$ cat config.mk
export PLATFORM = sky130hd
export DESIGN_NAME = bt_target
export DESIGN_NICKNAME = d
export VERILOG_FILES = /design/src/rtl/bt_pkg.sv /design/src/rtl/bt_beat_ctrl.sv /design/src/rtl/bt_sum_reg.sv /design/src/rtl/bt_read_mux.sv /design/src/rtl/bt_target.sv
export SDC_FILE = /design/constraint.sdc
export NUM_CORES = 1
export LEC_CHECK = 0
export BUFFER_PORTS_ARGS = -buffer_cell sky130_fd_sc_hd__buf_2
export CAP_MARGIN = 15
export CORE_MARGIN = 1
export CORE_UTILIZATION = 57
export DETAILED_ROUTE_END_ITERATION = 10
export PLACE_DENSITY = 0.9
export SYNTH_ARGS = -nofsm -noshare
export SYNTH_HDL_FRONTEND = slang
export SYNTH_HIERARCHICAL = 1
export SYNTH_SLANG_ARGS = --single-unit
$ cat constraint.sdc
create_clock -name clk -period 3 [get_ports clk]
set_input_delay 0.15 -clock clk [delete_from_list [all_inputs] [get_ports clk]]
set_output_delay 0.15 -clock clk [all_outputs]
set_load 0.01 [all_outputs]
$ cat src/rtl/bt_pkg.sv
package bt_pkg;
  localparam int unsigned DATA_W    = 8;
  localparam int unsigned ADDR_W    = 8;
  localparam int unsigned MAX_BEATS = 8;
  localparam int unsigned PAT_W     = 3;
  localparam int unsigned CNT_W     = $clog2(MAX_BEATS + 1);

  typedef logic [DATA_W-1:0] data_t;
  typedef logic [ADDR_W-1:0] addr_t;
  typedef logic [CNT_W-1:0]  cnt_t;
endpackage

$ cat src/rtl/bt_beat_ctrl.sv
module bt_beat_ctrl
  import bt_pkg::*;
(
  input  logic  clk,
  input  logic  rst_n,
  input  logic  cs,
  input  logic  rd_stb,
  input  logic  wr_stb,
  input  logic  burst,
  input  addr_t addr,
  output logic  wr_acc,
  output logic  rd_acc,
  output logic  first_beat,
  output addr_t eff_addr,
  output cnt_t  beat_cnt
);
  localparam cnt_t CNT_FULL = cnt_t'(MAX_BEATS);

  cnt_t  cnt_q, cnt_d;
  addr_t base_q, base_d;
  logic  cnt_en, base_en;
  logic  full, take;

  always_comb begin
    full       = (cnt_q == CNT_FULL);
    take       = cs && (rd_stb || wr_stb) && !full;
    wr_acc     = take && wr_stb;
    rd_acc     = take && rd_stb && !wr_stb;
    first_beat = !burst || (cnt_q == '0);
    if (first_beat) begin
      eff_addr = addr;
    end else begin
      eff_addr = base_q + addr_t'(cnt_q);
    end
  end

  always_comb begin
    cnt_en  = 1'b0;
    cnt_d   = cnt_q;
    base_en = 1'b0;
    base_d  = base_q;
    if (!cs) begin
      cnt_en = 1'b1;
      cnt_d  = '0;
    end else if (take) begin
      cnt_en = 1'b1;
      if (burst) begin
        cnt_d = cnt_q + cnt_t'(1);
        if (cnt_q == '0) begin
          base_en = 1'b1;
          base_d  = addr;
        end
      end else begin
        cnt_d = '0;
      end
    end
  end

  always_ff @(posedge clk or negedge rst_n) begin
    if (!rst_n) begin
      cnt_q <= '0;
    end else if (cnt_en) begin
      cnt_q <= cnt_d;
    end
  end

  always_ff @(posedge clk or negedge rst_n) begin
    if (!rst_n) begin
      base_q <= '0;
    end else if (base_en) begin
      base_q <= base_d;
    end
  end

  assign beat_cnt = cnt_q;
endmodule

$ cat src/rtl/bt_sum_reg.sv
module bt_sum_reg
  import bt_pkg::*;
(
  input  logic  clk,
  input  logic  rst_n,
  input  logic  wr_acc,
  input  logic  first_beat,
  input  data_t wr_data,
  output data_t sum
);
  data_t sum_q, sum_d;
  logic  sum_en;

  always_comb begin
    sum_en = wr_acc;
    if (first_beat) begin
      sum_d = wr_data;
    end else begin
      sum_d = sum_q + wr_data;
    end
  end

  always_ff @(posedge clk or negedge rst_n) begin
    if (!rst_n) begin
      sum_q <= '0;
    end else if (sum_en) begin
      sum_q <= sum_d;
    end
  end

  assign sum = sum_q;
endmodule

$ cat src/rtl/bt_read_mux.sv
module bt_read_mux
  import bt_pkg::*;
(
  input  logic  clk,
  input  logic  rst_n,
  input  logic  rd_acc,
  input  addr_t eff_addr,
  input  data_t sum,
  output data_t rd_data
);
  data_t rd_q, rd_d;
  logic  rd_en;

  always_comb begin
    rd_en = rd_acc;
    if (eff_addr == '0) begin
      rd_d = sum;
    end else begin
      rd_d = data_t'(eff_addr[PAT_W-1:0]);
    end
  end

  always_ff @(posedge clk or negedge rst_n) begin
    if (!rst_n) begin
      rd_q <= '0;
    end else if (rd_en) begin
      rd_q <= rd_d;
    end
  end

  assign rd_data = rd_q;
endmodule

$ cat src/rtl/bt_target.sv
module bt_target
  import bt_pkg::*;
(
  input  logic       clk,
  input  logic       rst_n,
  input  logic       cs,
  input  logic [7:0] addr,
  input  logic [7:0] wr_data,
  input  logic       rd_stb,
  input  logic       wr_stb,
  input  logic       burst,
  output logic [7:0] rd_data
);
  logic  wr_acc, rd_acc, first_beat;
  addr_t eff_addr;
  cnt_t  beat_cnt;
  data_t sum_q;

  bt_beat_ctrl u_beat (
    .clk        (clk),
    .rst_n      (rst_n),
    .cs         (cs),
    .rd_stb     (rd_stb),
    .wr_stb     (wr_stb),
    .burst      (burst),
    .addr       (addr),
    .wr_acc     (wr_acc),
    .rd_acc     (rd_acc),
    .first_beat (first_beat),
    .eff_addr   (eff_addr),
    .beat_cnt   (beat_cnt)
  );

  bt_sum_reg u_sum (
    .clk        (clk),
    .rst_n      (rst_n),
    .wr_acc     (wr_acc),
    .first_beat (first_beat),
    .wr_data    (wr_data),
    .sum        (sum_q)
  );

  bt_read_mux u_rd (
    .clk      (clk),
    .rst_n    (rst_n),
    .rd_acc   (rd_acc),
    .eff_addr (eff_addr),
    .sum      (sum_q),
    .rd_data  (rd_data)
  );
endmodule

* Yosys cells after proc, flatten, opt, wreduce, memory -nomap -nowiden
Index checks and enable logic that the tools add are counted.
Word-level totals: flip-flop bits (word level) 28, latch bits 0, memory bits (writable) 0, memory bits (read-only) 0, input bits 22, output and inout port bits 8, word-level logic and storage cells 35, memories 0
Cells by class: $add $sub $neg 3, multipliers 0, divide/modulo/power cells 0, magnitude comparators 0, equal/unequal tests 2, shifts and indexed selects 0, multiplexer cells 12, bitwise operators 0, reductions and logical operators 14
Operators with widths (count):
- 8-bit 2-to-1 mux | 3
- 4-bit 2-to-1 mux | 3
- 8-bit by 4-bit adder with 8-bit output | 1
- 8-bit adder | 1
- 8-bit logical NOT | 1
- 1-bit 2-to-1 mux | 6
- 1-bit logical AND | 5
- 5-bit AND reduction | 1
- 4-bit by 1-bit adder with 4-bit output (second input constant) | 1
- 4-bit equality test (second input constant) | 1
- 4-bit logical NOT | 1
- 1-bit logical NOT | 3
- 1-bit logical OR | 2
- 2-bit by 1-bit inequality test with 1-bit output (second input constant) | 1
- 2-bit AND reduction | 1

* Logic depth before layout (Yosys ltp)
Gate-level depths: netlist (run 1).
word-level depth 6, mapped depth 10, gate-level depth less buffers 10

* By module
Netlist (run 1), hierarchy kept.
By module, submodules not included:
- bt_beat_ctrl | times used 1, cells an instance 93, area an instance 914.6 um^2, sequential area each 300.3 um^2
- bt_sum_reg | times used 1, cells an instance 74, area an instance 696.9 um^2, sequential area each 200.2 um^2
- bt_read_mux | times used 1, cells an instance 40, area an instance 404.1 um^2, sequential area each 200.2 um^2

* Least setup slack after synthesis (run 1)
No wires, ideal clock.
path type register to register, from reg u_beat.cnt_q[1] (netlist: u_beat/beat_cnt[1]), to reg u_rd.rd_q[3] (netlist: u_rd/rd_data[3]), setup time 0.082 ns, arrival time 2.207 ns, data required time 2.918 ns, slack 0.711 ns, stages on the path, launching flop included 10, buffers on the path 1, clock period less this slack 2.289 ns, cell sequence dfrtp_1 -> inv_1 -> ha_1 -> or3b_4 -> nand2_1 -> buf_2 -> o21ai_0 -> nor4_4 -> nand2_2 -> o22ai_1
On the way: longest elaborated chain between the ends 5, elaborated cells between the ends (all ways) 11, those cells by class add/sub: 1; eq/ne: 1; mux: 2; reduce/logical: 7
Ends and longest elaborated chain:
- from (decl) | line bt_beat_ctrl.sv:19 | cnt_t cnt_q, cnt_d;
- from (signal assigned) | line bt_beat_ctrl.sv:63 | cnt_q <= cnt_d;
- 4-bit logical NOT | line bt_beat_ctrl.sv:29 | first_beat = !burst || (cnt_q == '0);
- 1-bit logical OR | line bt_beat_ctrl.sv:29
- net first_beat | line bt_target.sv:14 | logic wr_acc, rd_acc, first_beat;
- 8-bit 2-to-1 mux | line bt_beat_ctrl.sv:30 | if (first_beat) begin
- net eff_addr[6] | line bt_target.sv:15 | addr_t eff_addr;
- 8-bit logical NOT | line bt_read_mux.sv:16 | if (eff_addr == '0) begin
- 8-bit 2-to-1 mux | line bt_read_mux.sv:16
- to (signal assigned) | line bt_read_mux.sv:27 | rd_q <= rd_d;
- to (decl) | line bt_read_mux.sv:11 | data_t rd_q, rd_d;
The timed path passes the listed nets, and every way through them passes these cells. A chain may end at the register's enable or synchronous reset.

* Final worst setup path (run 1)
from reg u_beat.cnt_q[1] (netlist: u_beat/beat_cnt[1]), to reg u_rd.rd_q[5] (netlist: u_rd/rd_data[5])
Same word-level chain as after synthesis.

==> results of run 1 <==
worst register-to-register path: cells and delay by family (launching register included):
kind / cells / cell delay (ns)
multiplexers: 1 / 0.44
AND/OR/NAND/NOR: 4 / 1.21
adder cells (fa/ha/maj): 1 / 0.19
flip-flops: 1 / 0.45
AO/OA/AOI/OAI: 1 / 0.16
buffers and inverters: 1 / 0.14
cells in the mapped netlist, drive strengths merged (2+ instances only):
cell type	n	area (um2)
nand2b	2	12.51
nand2	15	58.81
o31a	3	26.28
dfrtp	28	700.7
o31ai	3	22.52
nor4	2	42.54
nor4b	2	17.52
clkbuf	4	15.01
o211ai	4	35.03
nor2b	4	32.53
o21ai	8	43.79
a21oi	17	85.08
o311ai	2	17.52
mux2	10	112.6
o22ai	5	43.79
nor3	5	36.29
nand3	5	25.02
a21boi	2	15.01
nand3b	4	30.03
or3b	2	20.02
xor2	4	35.03
o21a	5	37.54
fa	2	40.04
ha	13	162.7
inv	14	52.55
a31oi	3	33.78
nor2	12	45.04
nand4b	2	17.52
mux2i	5	50.05
a211oi	3	27.52
a21o	3	22.52
buf	4	18.76
power by group through the flow:
stage / clock, W / combinational, W / sequential (W)
floorplan: 0 / 0.000247 / 0.000476
global placement: 0 / 0.000315 / 0.000484
detailed placement: 0 / 0.000327 / 0.000486
CTS: 0.000262 / 0.000330 / 0.000479
global route: 0.000270 / 0.000366 / 0.000487
finish: 0.000256 / 0.000332 / 0.000480
flip-flops by register name, indices dropped and copies added (netlist names):
name	count
u_beat/beat_cnt	4
u_sum/sum	8
u_beat/base_q	8
u_rd/rd_data	8
cell families (layout without fill, tap and decap cells):
group,count (synthesis),count (layout)
simple gates,62,62
buf+inv,22,52
xor+xnor,5,5
fa+ha+maj,15,15
mux,15,15
compound gates,60,60
flops,28,28
routing by layer:
layer	routed length (um)	share of wire [%]	track usage, %
met1	1939	46	32.54
met2	2003	48	39.60
met3	185	4.4	4.412
met4	54	1.3	7.302
met5	0	0	0
layout make-up:
cell class / count / area, um2
Clock inverter: 1 / 30.03
Inverter: 14 / 52.55
Multi-Input combinational cell: 157 / 1229
Clock buffer: 3 / 22.52
Timing Repair Buffer: 34 / 187.7
Tap cell: 46 / 57.56
Fill cell: 288 / 1084
Sequential cell: 28 / 700.7
placed cells by master (no fill, tap or decap), drive strengths merged, types with 3 or more instances in the layout:
cell,n
a21o,3
o21ai,8
xor2,4
o211ai,4
a211oi,3
o22ai,5
nand3,5
dfrtp,28
nor2b,4
nand3b,4
ha,13
o31a,3
a21oi,17
o31ai,3
clkbuf,3
a31oi,3
inv,14
mux2,10
mux2i,5
nor2,12
nand2,15
buf,32
nor3,5
o21a,5
metrics by stage:
| stage | std cells | util [%] |
|---|---|---|
| floorplan | 207 | - |
| global placement | 277 | 65.63 |
| detailed placement | 277 | 65.63 |
| CTS | 283 | 67.78 |
| global route | 283 | 67.78 |
| finish | 283 | 67.78 |
what timing repair did:
| action | CTS | global route |
|---|---|---|
| setup endpoints to repair | 0 | 0 |
| hold buffers | 2 | 0 |
| hold endpoints to repair | 29 | 0 |
path summary, 6_finish.rpt:
kind	start	end	slack, ns	depth (start not counted)
worst max register to register	u_beat/beat_cnt[1]	u_rd/rd_data[5]	0.35	8
max in group asynchronous	rst_n	u_beat/base_q[6]	2.24	2
worst max-delay path	u_beat/beat_cnt[1]	u_rd/rd_data[5]	0.35	8
worst min register to register	u_beat/base_q[2]	u_beat/base_q[2]	0.53	1
worst min-delay path	addr[5]	u_beat/base_q[5]	0.04	2
min in group asynchronous	rst_n	u_sum/sum[6]	0.33	2
==> metrics.md, run 1 <==
| Metric | Value |
|---|---|
| Status | `complete, no violations` |
| Max-cap viol count | `0` |
| Vias in the first global route | `1475` |
| Top-level I/O count | `30` |
| Sequential Power Share | `44.9%` |
| Final WS setup | `0.3485 ns` |
| Bufs on Longest Clock Path | `2` |
| Die Wd | `61.47 um` |
| Final hold viol count | `0` |
| Total power | `0.001068 W` |
| Final instance area | `0.002280 mm2` |
| Sequential fraction of the synthesis area | `34.76%` |
| Worst hold slack | `0.03814 ns` |
| Routed Antenna Nets | `0` |
| Crit path largest cell delay | `0.45 ns` |
| Setup crit end kind | `flip-flop` |
| Slowest-stage cell, CP | `dfrtp_1` |
| Row cnt | `21` |
| Initial Util | `59.93%` |
| Congestion Overflow GR | `0` |
| Area after DPL | `0.002207 mm2` |
| Syn nets | `244` |
| Largest net degree at the start of global routing | `29` |
| Main synth FF type | `dfrtp_1` |
| Share of layout cells above drive strength 1 | `roughly a quarter` |
| Clock transition at path regs | `0.16 ns` |
| Dpl hpwl | `between 3 and 4 mm` |
| Initial antenna violation count | `0` |
| Crit-path max FO | `16` |
| Peak supply drop | `approximately 0.00032 V` |
| Clock share of power | `24.0%` |
| Number of synthesized register bits | `28` |
| Mapped cell area | `0.002016 mm2` |
| Fmax | `between 300 and 400 MHz` |
| CP top delay family | `simple AND/OR/NAND/NOR gates` |
| Fin Setup TNS | `0 ns` |
| Yosys warns | `6` |
| DR pass1 iterations | `4` |
| Area Growth Syn to Fin | `13.10%` |
| Final net count | `275` |
| Total detailed-routing wirelength | `4.182 mm` |
| Post-CTS sizing | `0` |
| Drt wl/cell | `14.78 um` |
| Die Footprint | `0.003778 mm2` |
| Pleak | `between 1 and 1.5 nW` |
| Switching power | `between 0.0003 and 0.0004 W` |
| Worst slew margin | `57.29%` |
| Endpoints failing setup | `0` |
| Crit Path Class | `flip-flop to flip-flop` |
| First-pass GRT wire length | `6.651 mm` |
| Post-Synth Adder-Cell Area | `10.06%` |
| Startpoint types | `flip-flop` |
| Buffers on Ports | `29` |
| Clock Sinks | `28` |
| Clk Latency, worst-skew pair | `0.35 ns` |
| GPL Wtd Cong | `0.8531` |
| CTS tree | `built` |
| Mux cell area share after synthesis | `8.070%` |
| RSZ-0062 raised after global routing | `no` |
| PwrDens | `468.7 mW/mm2` |
| Pre-CTS setup slack | `0.3738 ns` |
| Hold Crit Class | `input port to flip-flop` |
| Num CTS Buffers | `3` |
| Detailed-route DRC error count | `0` |
| Final Max Tran Viols | `0` |
| Placeable core area | `around 0.0034 mm2` |
| Xor and xnor area share after synthesis | `2.173%` |
| Post-Synthesis Cells | `207` |
| Final Cycle Share | `88.38%` |
| Compound-Gate Fraction of Synth Area | `between 20% and 30%` |
| CP Cell Sequence | `inv_1 > ha_1 > or3b_4 > nand2_1 > mux2_2 > nor4_4 > nand2_2 > o22ai_1` |
| Comb power frac | `31.1%` |
| Switch share | `roughly a third` |
| Internal power | `0.0007241 W` |
| Final critical-path required period | `2.652 ns` |
| Post-synth EDFFs | `0` |
| Final worst clock skew | `0.01225 ns` |
| Required @ worst endpoint | `3.28 ns` |
| Worst path arrival time | `2.93 ns` |
| Main combinational cell family by area after synthesis | `compound AO/OA/AOI/OAI gates` |
| Diode count | `0` |
| All-Layer GR Usage | `between 20% and 30%` |
| Via density | `between 5 and 6` |
| Clock root cell | `clkbuf_4` |
| CTS HTree Levels | `1` |
| Crit path buf inv count | `1` |
| Routed vias | `approximately 1700` |
| Fraction of registers with async set/reset | `100.0%` |
| Worst-Margin Slew | `0.6407 ns` |
| Post-synthesis simple-gate area fraction | `19.30%` |
| Post-CTS setup repair buffer count | `0` |
| Iter 0 DRT Violations | `108` |
| Distinct cells, synth | `53` |
| Die Span Y | `approximately 60 um` |
| Avg Cell Area, Syn | `9.738 um2` |
Note: power is estimated with default switching activity, not from simulation.
==> inputs of run 2 (changes only) <==
--- a/config.mk
+++ b/config.mk
@@ -8,10 +8,9 @@
 export BUFFER_PORTS_ARGS = -buffer_cell sky130_fd_sc_hd__buf_2
 export CAP_MARGIN = 15
 export CORE_MARGIN = 1
-export CORE_UTILIZATION = 57
+export CORE_UTILIZATION = 56
 export DETAILED_ROUTE_END_ITERATION = 10
-export PLACE_DENSITY = 0.9
+export PLACE_DENSITY = 0.89
 export SYNTH_ARGS = -nofsm -noshare
 export SYNTH_HDL_FRONTEND = slang
-export SYNTH_HIERARCHICAL = 1
 export SYNTH_SLANG_ARGS = --single-unit
==> run 2 against run 1 <==
Against the previous run:
- total power decreased by 4.4%
- clock-buffer cell count unchanged
- critical path depth unchanged
- synthesized cell count decreased by 13%
- cell area decreased by 9.7%
- utilization decreased by 0.36 points
- largest power group unchanged
- clock power about the same
==> metrics.md, run 2 <==
| Metric | Value |
|---|---|
| Worst-Margin Slew | `0.6418 ns (+0.001086 ns)` |
| Num CTS Buffers | `3 (unchanged)` |
| CTS HTree Levels | `1 (unchanged)` |
| Die Footprint | `0.003437 mm2 (-9.0%)` |
| Hold Crit Class | `input port to flip-flop` |
| Die Wd | `58.63 um (-4.6%)` |
| Mapped cell area | `0.001795 mm2 (-11%)` |
| Crit Path Class | `flip-flop to flip-flop` |
| Leading area contributor after synthesis | `dfrtp_1` |
| Largest net degree at the start of global routing | `29 (unchanged)` |
| Setup crit end kind | `flip-flop` |
| Distinct cells, synth | `42 (-21%)` |
| Final Max Tran Viols | `0 (unchanged)` |
| CP top delay family | `compound AO/OA/AOI/OAI gates` |
| Via density | `5.953 (+0.40%)` |
| Dpl hpwl | `2.898 mm (-8.1%)` |
| Fraction of registers with async set/reset | `100.0% (unchanged)` |
| Vias in the first global route | `1435 (-2.7%)` |
| Clk Latency, worst-skew pair | `0.34 ns (about the same)` |
| Total power | `0.001021 W (-4.4%)` |
| Top cells by area, synth | `dfrtp_1 (39%), ha_1 (9.1%), mux2_2 (5.0%), a21oi_1 (3.6%), o21ai_0 (3.1%)` |
| Crit path from | `u_beat.beat_cnt[0]` |
| DR pass1 iterations | `4 (unchanged)` |
| Buffers on Ports | `29 (unchanged)` |
| Main synth FF type | `dfrtp_1` |
| Area Growth Syn to Fin | `14.63%` |
| Share of layout cells above drive strength 1 | `20.75% (-4.6 points)` |
| RSZ-0062 raised after global routing | `no` |
| Clock transition at path regs | `0.16 ns (about the same)` |
| Pre-CTS setup slack | `0.3443 ns (-0.02950 ns)` |
| Worst slew margin | `57.06% (-0.23 points)` |
| Avg Cell Area, Syn | `9.975 um2 (+2.4%)` |
| Endpoints failing setup | `0 (unchanged)` |
| All-Layer GR Usage | `24.14% (+0.037 points)` |
| Yosys warns | `0 (-6)` |
| Routed vias | `1524 (-9.2%)` |
| Initial antenna violation count | `0 (unchanged)` |
| Status | `complete, no violations` |
| Die Span Y | `58.63 um (-4.6%)` |
| Layout filler cell count | `268 (-6.9%)` |
| First-pass GRT wire length | `6.334 mm (-4.8%)` |
| CTS tree | `built` |
| Initial Util | `58.81% (-1.1 points)` |
| Final Util | `67.42% (-0.36 points)` |
| Congestion Overflow GR | `0 (unchanged)` |
| Required @ worst endpoint | `3.30 ns (+0.02 ns)` |
| Post-synth top area share | `39.02% (+4.3 points)` |
| Placed insts | `251 (-9.4%)` |
| Placeable core area | `0.003053 mm2 (-9.2%)` |
| Sequential fraction of the synthesis area | `39.02% (+4.3 points)` |
| Row cnt | `20 (-4.8%)` |
| Final hold viol count | `0 (unchanged)` |
| Hold path startpoint | `addr[6]` |
| Cell with the most instances after synthesis | `dfrtp_1` |
| Most frequent cells in the layout | `buf_2 (29), dfrtp_1 (28), a21oi_1 (13), ha_1 (13), o21ai_0 (11)` |
| Max-cap viol count | `0 (unchanged)` |
| Crit path buf inv count | `0 (-1)` |
| Crit-path max FO | `8 (-8)` |
| Final worst clock skew | `0.009480 ns (-0.002772 ns)` |
| Clock root cell | `clkbuf_4` |
| Fmax | `372.9 MHz (-1.1%)` |
| Final net count | `250 (-9.1%)` |
| Syn nets | `217 (-11%)` |
| Peak supply drop | `0.0004538 V (+41%)` |
| Diode count | `0 (unchanged)` |
| Post-synth top cells | `dfrtp_1 (28), a21oi_1 (13), ha_1 (13)` |
| Slowest-stage cell, CP | `dfrtp_1` |
| Crit path largest cell delay | `0.46 ns (about the same)` |
| Post-synth EDFFs | `0 (unchanged)` |
| Commonest non-fill, non-tap cell in the layout | `buf_2` |
| Routed Antenna Nets | `0 (unchanged)` |
| Bufs on Longest Clock Path | `2 (unchanged)` |
| Pleak | `0.9708 nW (-5.2%)` |
| Final WS setup | `0.3182 ns (-0.03027 ns)` |
| Startpoint types | `flip-flop` |
| Iter 0 DRT Violations | `83 (-23%)` |
| GPL Wtd Cong | `0.8317 (-2.5%)` |
| Post-Synthesis Cells | `180 (-13%)` |
| Final critical-path required period | `2.682 ns (+0.03027 ns)` |
| Clock Sinks | `28 (unchanged)` |
| Top-level I/O count | `30 (unchanged)` |
| Final Cycle Share | `89.39% (+1.0 points)` |
| Drt wl/cell | `14.82 um (+0.26%)` |
| Final Non-Filler Cells | `256 (-9.5%)` |
| PwrDens | `496.3 mW/mm2 (+5.9%)` |
| Detailed-route DRC error count | `0 (unchanged)` |
| Reg-to-reg startpoint | `u_beat.beat_cnt[0]` |
| Worst path arrival time | `2.98 ns (+0.05 ns)` |
| CP Cell Sequence | `ha_1 > fa_1 > a21oi_1 > nor2b_1 > or4_1 > a2111o_1 > o22ai_4 > a221o_1` |
| Fin Setup TNS | `0 ns (unchanged)` |
| Number of synthesized register bits | `28 (unchanged)` |
| Total detailed-routing wirelength | `3.793 mm (-9.3%)` |
run 2: final cells by class:
class | count | area (um2) | area share, %
Clock inverter | 1 | 30.03 | 1.459
Clock buffer | 3 | 22.52 | 1.094
Sequential cell | 28 | 700.7 | 34.04
Tap cell | 44 | 55.05 | 2.675
Multi-Input combinational cell | 140 | 1050 | 51.00
Inverter | 8 | 30.03 | 1.459
Timing Repair Buffer | 32 | 170.2 | 8.267
run 2: final timing paths:
check                      cells past startpoint  slack [ns]                to
setup / recovery                               8        0.32   u_rd.rd_data[2]
hold / removal                                 2        0.04  u_beat.base_q[6]
setup reg to reg                               8        0.32   u_rd.rd_data[2]
hold reg to reg                                1        0.53   u_rd.rd_data[7]
max in group asynchronous                      2        2.26  u_beat.base_q[1]
min in group asynchronous                      2        0.33      u_sum.sum[3]
run 2: cells by family after synthesis:
family / count (synthesis) / synth area share, %
flops: 28 / 39.02
mux: 13 / 7.805
buf+inv: 12 / 2.509
simple gates: 53 / 15.82
fa+ha+maj: 15 / 11.29
xor+xnor: 5 / 2.439
compound gates: 54 / 21.11
run 2: per-layer routing:
layer / vias up / wire length, um / GRT usage [%]
met5: - / 0 / 0
met4: 0 / 27 / 6.463
met3: 4 / 174 / 4.176
met2: 42 / 1845 / 39.90
met1: 730 / 1745 / 32.95
li1: 748 / - / -
run 2: repair_timing:
| action | CTS | global route |
|---|---|---|
| resized for setup | 0 | 0 |
| setup buffers | 0 | 0 |
| setup endpoints to repair | 0 | 0 |
| hold buffers | 1 | 0 |
| hold endpoints to repair | 28 | 0 |
run 2: per-stage QoR:
stage	cell area [um2]	hold slack (ns)
floorplan	1795	-0.1456
global placement	1996	0.1906
detailed placement	1996	0.2007
CTS	2058	0.03749
global route	2058	0.01859
finish	2058	0.04342
run 2: power breakdown:
part / leakage [nW] / total, W / switching, W / internal [W]
clock: 0.0279 / 0.000256 / 0.000120 / 0.000135
combinational: 0.592 / 0.000282 / 0.000144 / 0.000138
sequential: 0.351 / 0.000484 / 0.0000540 / 0.000430
==> inputs of run 3 (changes only) <==
--- a/config.mk
+++ b/config.mk
@@ -7,6 +7,7 @@
 export LEC_CHECK = 0
 export BUFFER_PORTS_ARGS = -buffer_cell sky130_fd_sc_hd__buf_2
 export CAP_MARGIN = 15
+export CORE_ASPECT_RATIO = 1.75
 export CORE_MARGIN = 1
 export CORE_UTILIZATION = 56
 export DETAILED_ROUTE_END_ITERATION = 10
==> run 3 against run 2 <==
Against the previous run:
- utilization up 1.6 points
- clock skew down 0.0057 ns
- highest routed layer unchanged
- cell area rose by 0.36%
- flip-flop and latch count is the same
- largest cell class unchanged
- total power shrank 2.4%
- maximum frequency is 0.56% lower
- first-iteration DRC count fell by 42%
- final cell count down 0.39%
==> metrics.md, run 3 (synthesized netlist as in run 2, its figures left out) <==
| Metric | Value |
|---|---|
| Total power | `0.0009971 W (-2.4%)` |
| Fmax | `370.8 MHz (-0.56%)` |
| Setup crit end kind | `flip-flop` |
| Placeable core area | `0.002993 mm2 (-2.0%)` |
| Share of layout cells above drive strength 1 | `21.13% (+0.37 points)` |
| Diode count | `0 (unchanged)` |
| CTS HTree Levels | `1 (unchanged)` |
| All-Layer GR Usage | `25.49% (+1.3 points)` |
| Worst slew margin | `56.22% (-0.84 points)` |
| Clock transition at path regs | `0.09 ns (-0.07 ns)` |
| Clock root cell | `clkbuf_8` |
| Area Growth Syn to Fin | `15.05%` |
| GPL Wtd Cong | `0.8841 (+6.3%)` |
| CP top delay family | `compound AO/OA/AOI/OAI gates` |
| Drt wl/cell | `15.20 um (+2.6%)` |
| Pleak | `0.9761 nW (+0.55%)` |
| Clk Latency, worst-skew pair | `0.27 ns (-0.07 ns)` |
| Final worst clock skew | `0.003783 ns (-0.005697 ns)` |
| Peak supply drop | `0.0004150 V (-8.6%)` |
| Worst hold slack | `0.1187 ns (+0.07527 ns)` |
| Clock Sinks | `28 (unchanged)` |
| Slowest-stage cell, CP | `dfrtp_1` |
| DR pass1 iterations | `4 (unchanged)` |
| Status | `complete, no violations` |
| Crit path buf inv count | `0 (unchanged)` |
| CP Cell Sequence | `ha_1 > fa_1 > a21oi_1 > nor2b_1 > or4_1 > a2111o_1 > o22ai_4 > a221o_1` |
| Final Cycle Share | `89.90% (+0.50 points)` |
| Routed vias | `1524 (unchanged)` |
| Largest net degree at the start of global routing | `29 (unchanged)` |
| Worst path arrival time | `2.91 ns (-0.07 ns)` |
| Total detailed-routing wirelength | `3.876 mm (+2.2%)` |
| PwrDens | `482.7 mW/mm2 (-2.7%)` |
| Hold buffers post-CTS | `1 (unchanged)` |
| Dpl hpwl | `2.961 mm (+2.2%)` |
| Initial antenna violation count | `0 (unchanged)` |
| Routed Antenna Nets | `0 (unchanged)` |
| Final critical-path required period | `2.697 ns (+0.01512 ns)` |
| Die Footprint | `0.003446 mm2 (+0.26%)` |
| Crit path largest cell delay | `0.43 ns (-0.03 ns)` |
| Post-CTS sizing | `0 (unchanged)` |
| Iter 0 DRT Violations | `48 (-42%)` |
| Final WS setup | `0.3031 ns (-0.01512 ns)` |
| Via density | `5.976 (+0.39%)` |
| CTS tree | `built` |
| RSZ-0062 raised after global routing | `no` |
| Buffers on Ports | `29 (unchanged)` |
| Crit Path Class | `flip-flop to flip-flop` |
| Endpoints failing setup | `0 (unchanged)` |
| Final Max Tran Viols | `0 (unchanged)` |
| Die Wd | `44.81 um (-24%)` |
| Final hold viol count | `0 (unchanged)` |
| Most frequent cells in the layout | `buf_2 (29), dfrtp_1 (28), a21oi_1 (13), ha_1 (13), o21ai_0 (11)` |
| Required @ worst endpoint | `3.22 ns (-0.08 ns)` |
| Initial Util | `59.99% (+1.2 points)` |
| Final net count | `251 (+0.40%)` |
| Row cnt | `26 (+30%)` |
| Hold Crit Class | `input port to flip-flop` |
| Detailed-route DRC error count | `0 (unchanged)` |
| First-pass GRT wire length | `6.555 mm (+3.5%)` |
| Congestion Overflow GR | `0 (unchanged)` |
| Die Span Y | `76.91 um (+31%)` |
| Pre-CTS setup slack | `0.3974 ns (+0.05318 ns)` |
| Post-CTS setup repair buffer count | `0 (unchanged)` |
| Vias in the first global route | `1505 (+4.9%)` |
| Bufs on Longest Clock Path | `2 (unchanged)` |
| Crit-path max FO | `8 (unchanged)` |
| Commonest non-fill, non-tap cell in the layout | `buf_2` |
| Startpoint types | `flip-flop` |
| Max-cap viol count | `0 (unchanged)` |
| Worst-Margin Slew | `0.6543 ns (+0.01254 ns)` |
| Layout filler cell count | `240 (-10%)` |
| Top-level I/O count | `30 (unchanged)` |
| Fin Setup TNS | `0 ns (unchanged)` |
| Num CTS Buffers | `3 (unchanged)` |
-- run 3: changes by cell type in the layout (fill, tap and decap cells not counted), sizes merged --
cell / change
bufinv: -1
buf: +1
clkbuf: +1
-- run 3: metrics by stage --
stage / utilization, % / std cells / instance area (um2)
after global routing: 69.02 / 255 / 2066
after global placement: 66.85 / 250 / 2001
after detailed placement: 66.85 / 250 / 2001
final: 69.02 / 255 / 2066
after floorplan: - / 180 / 1795
after CTS: 69.02 / 255 / 2066
-- run 3: layout make-up --
cell class	count	area (um2)	share of cell area, %
flip-flops and latches	28	700.7	33.92
multi-input cells	140	1050	50.82
repair buffers	33	177.7	8.601
clock buffers	4	55.05	2.665
inverters	8	30.03	1.454
well taps	42	52.55	2.544
-- run 3: path summary, 6_finish.rpt --
kind                       cells after the start          startpoint                 end  slack, ns
setup / recovery                               8  u_beat.beat_cnt[0]     u_rd.rd_data[0]       0.30
hold / removal                                 2             addr[3]    u_beat.base_q[3]       0.12
setup reg to reg                               8  u_beat.beat_cnt[0]     u_rd.rd_data[0]       0.30
hold reg to reg                                1     u_rd.rd_data[3]     u_rd.rd_data[3]       0.51
max in group asynchronous                      2               rst_n  u_beat.beat_cnt[1]       2.19
min in group asynchronous                      2               rst_n        u_sum.sum[5]       0.42
-- run 3: metal layers --
metal	up-vias	share of wire [%]	GRT usage (%)	routed length (um)
met3	7	2.6	3.294	101
met2	42	55	46.91	2148
li1	747	-	-	-
met1	728	40	27.78	1547
met4	0	2.0	9.697	78
met5	-	0	0	0
-- run 3: report_power, final --
group	switching [W]	total (W)	leakage, nW	internal (W)
Combinational	0.000145	0.000284	0.597	0.000139
Clock	0.000111	0.000228	0.0288	0.000118
Sequential	0.0000549	0.000485	0.351	0.000430
-- run 3: worst register-to-register path: cells and delay by family, from the launching register on --
family                   cells  cell delay, ns
AO/OA/AOI/OAI                4            1.05
adder cells (fa/ha/maj)      2            0.65
AND/OR/NAND/NOR              2            0.51
flip-flops                   1            0.43
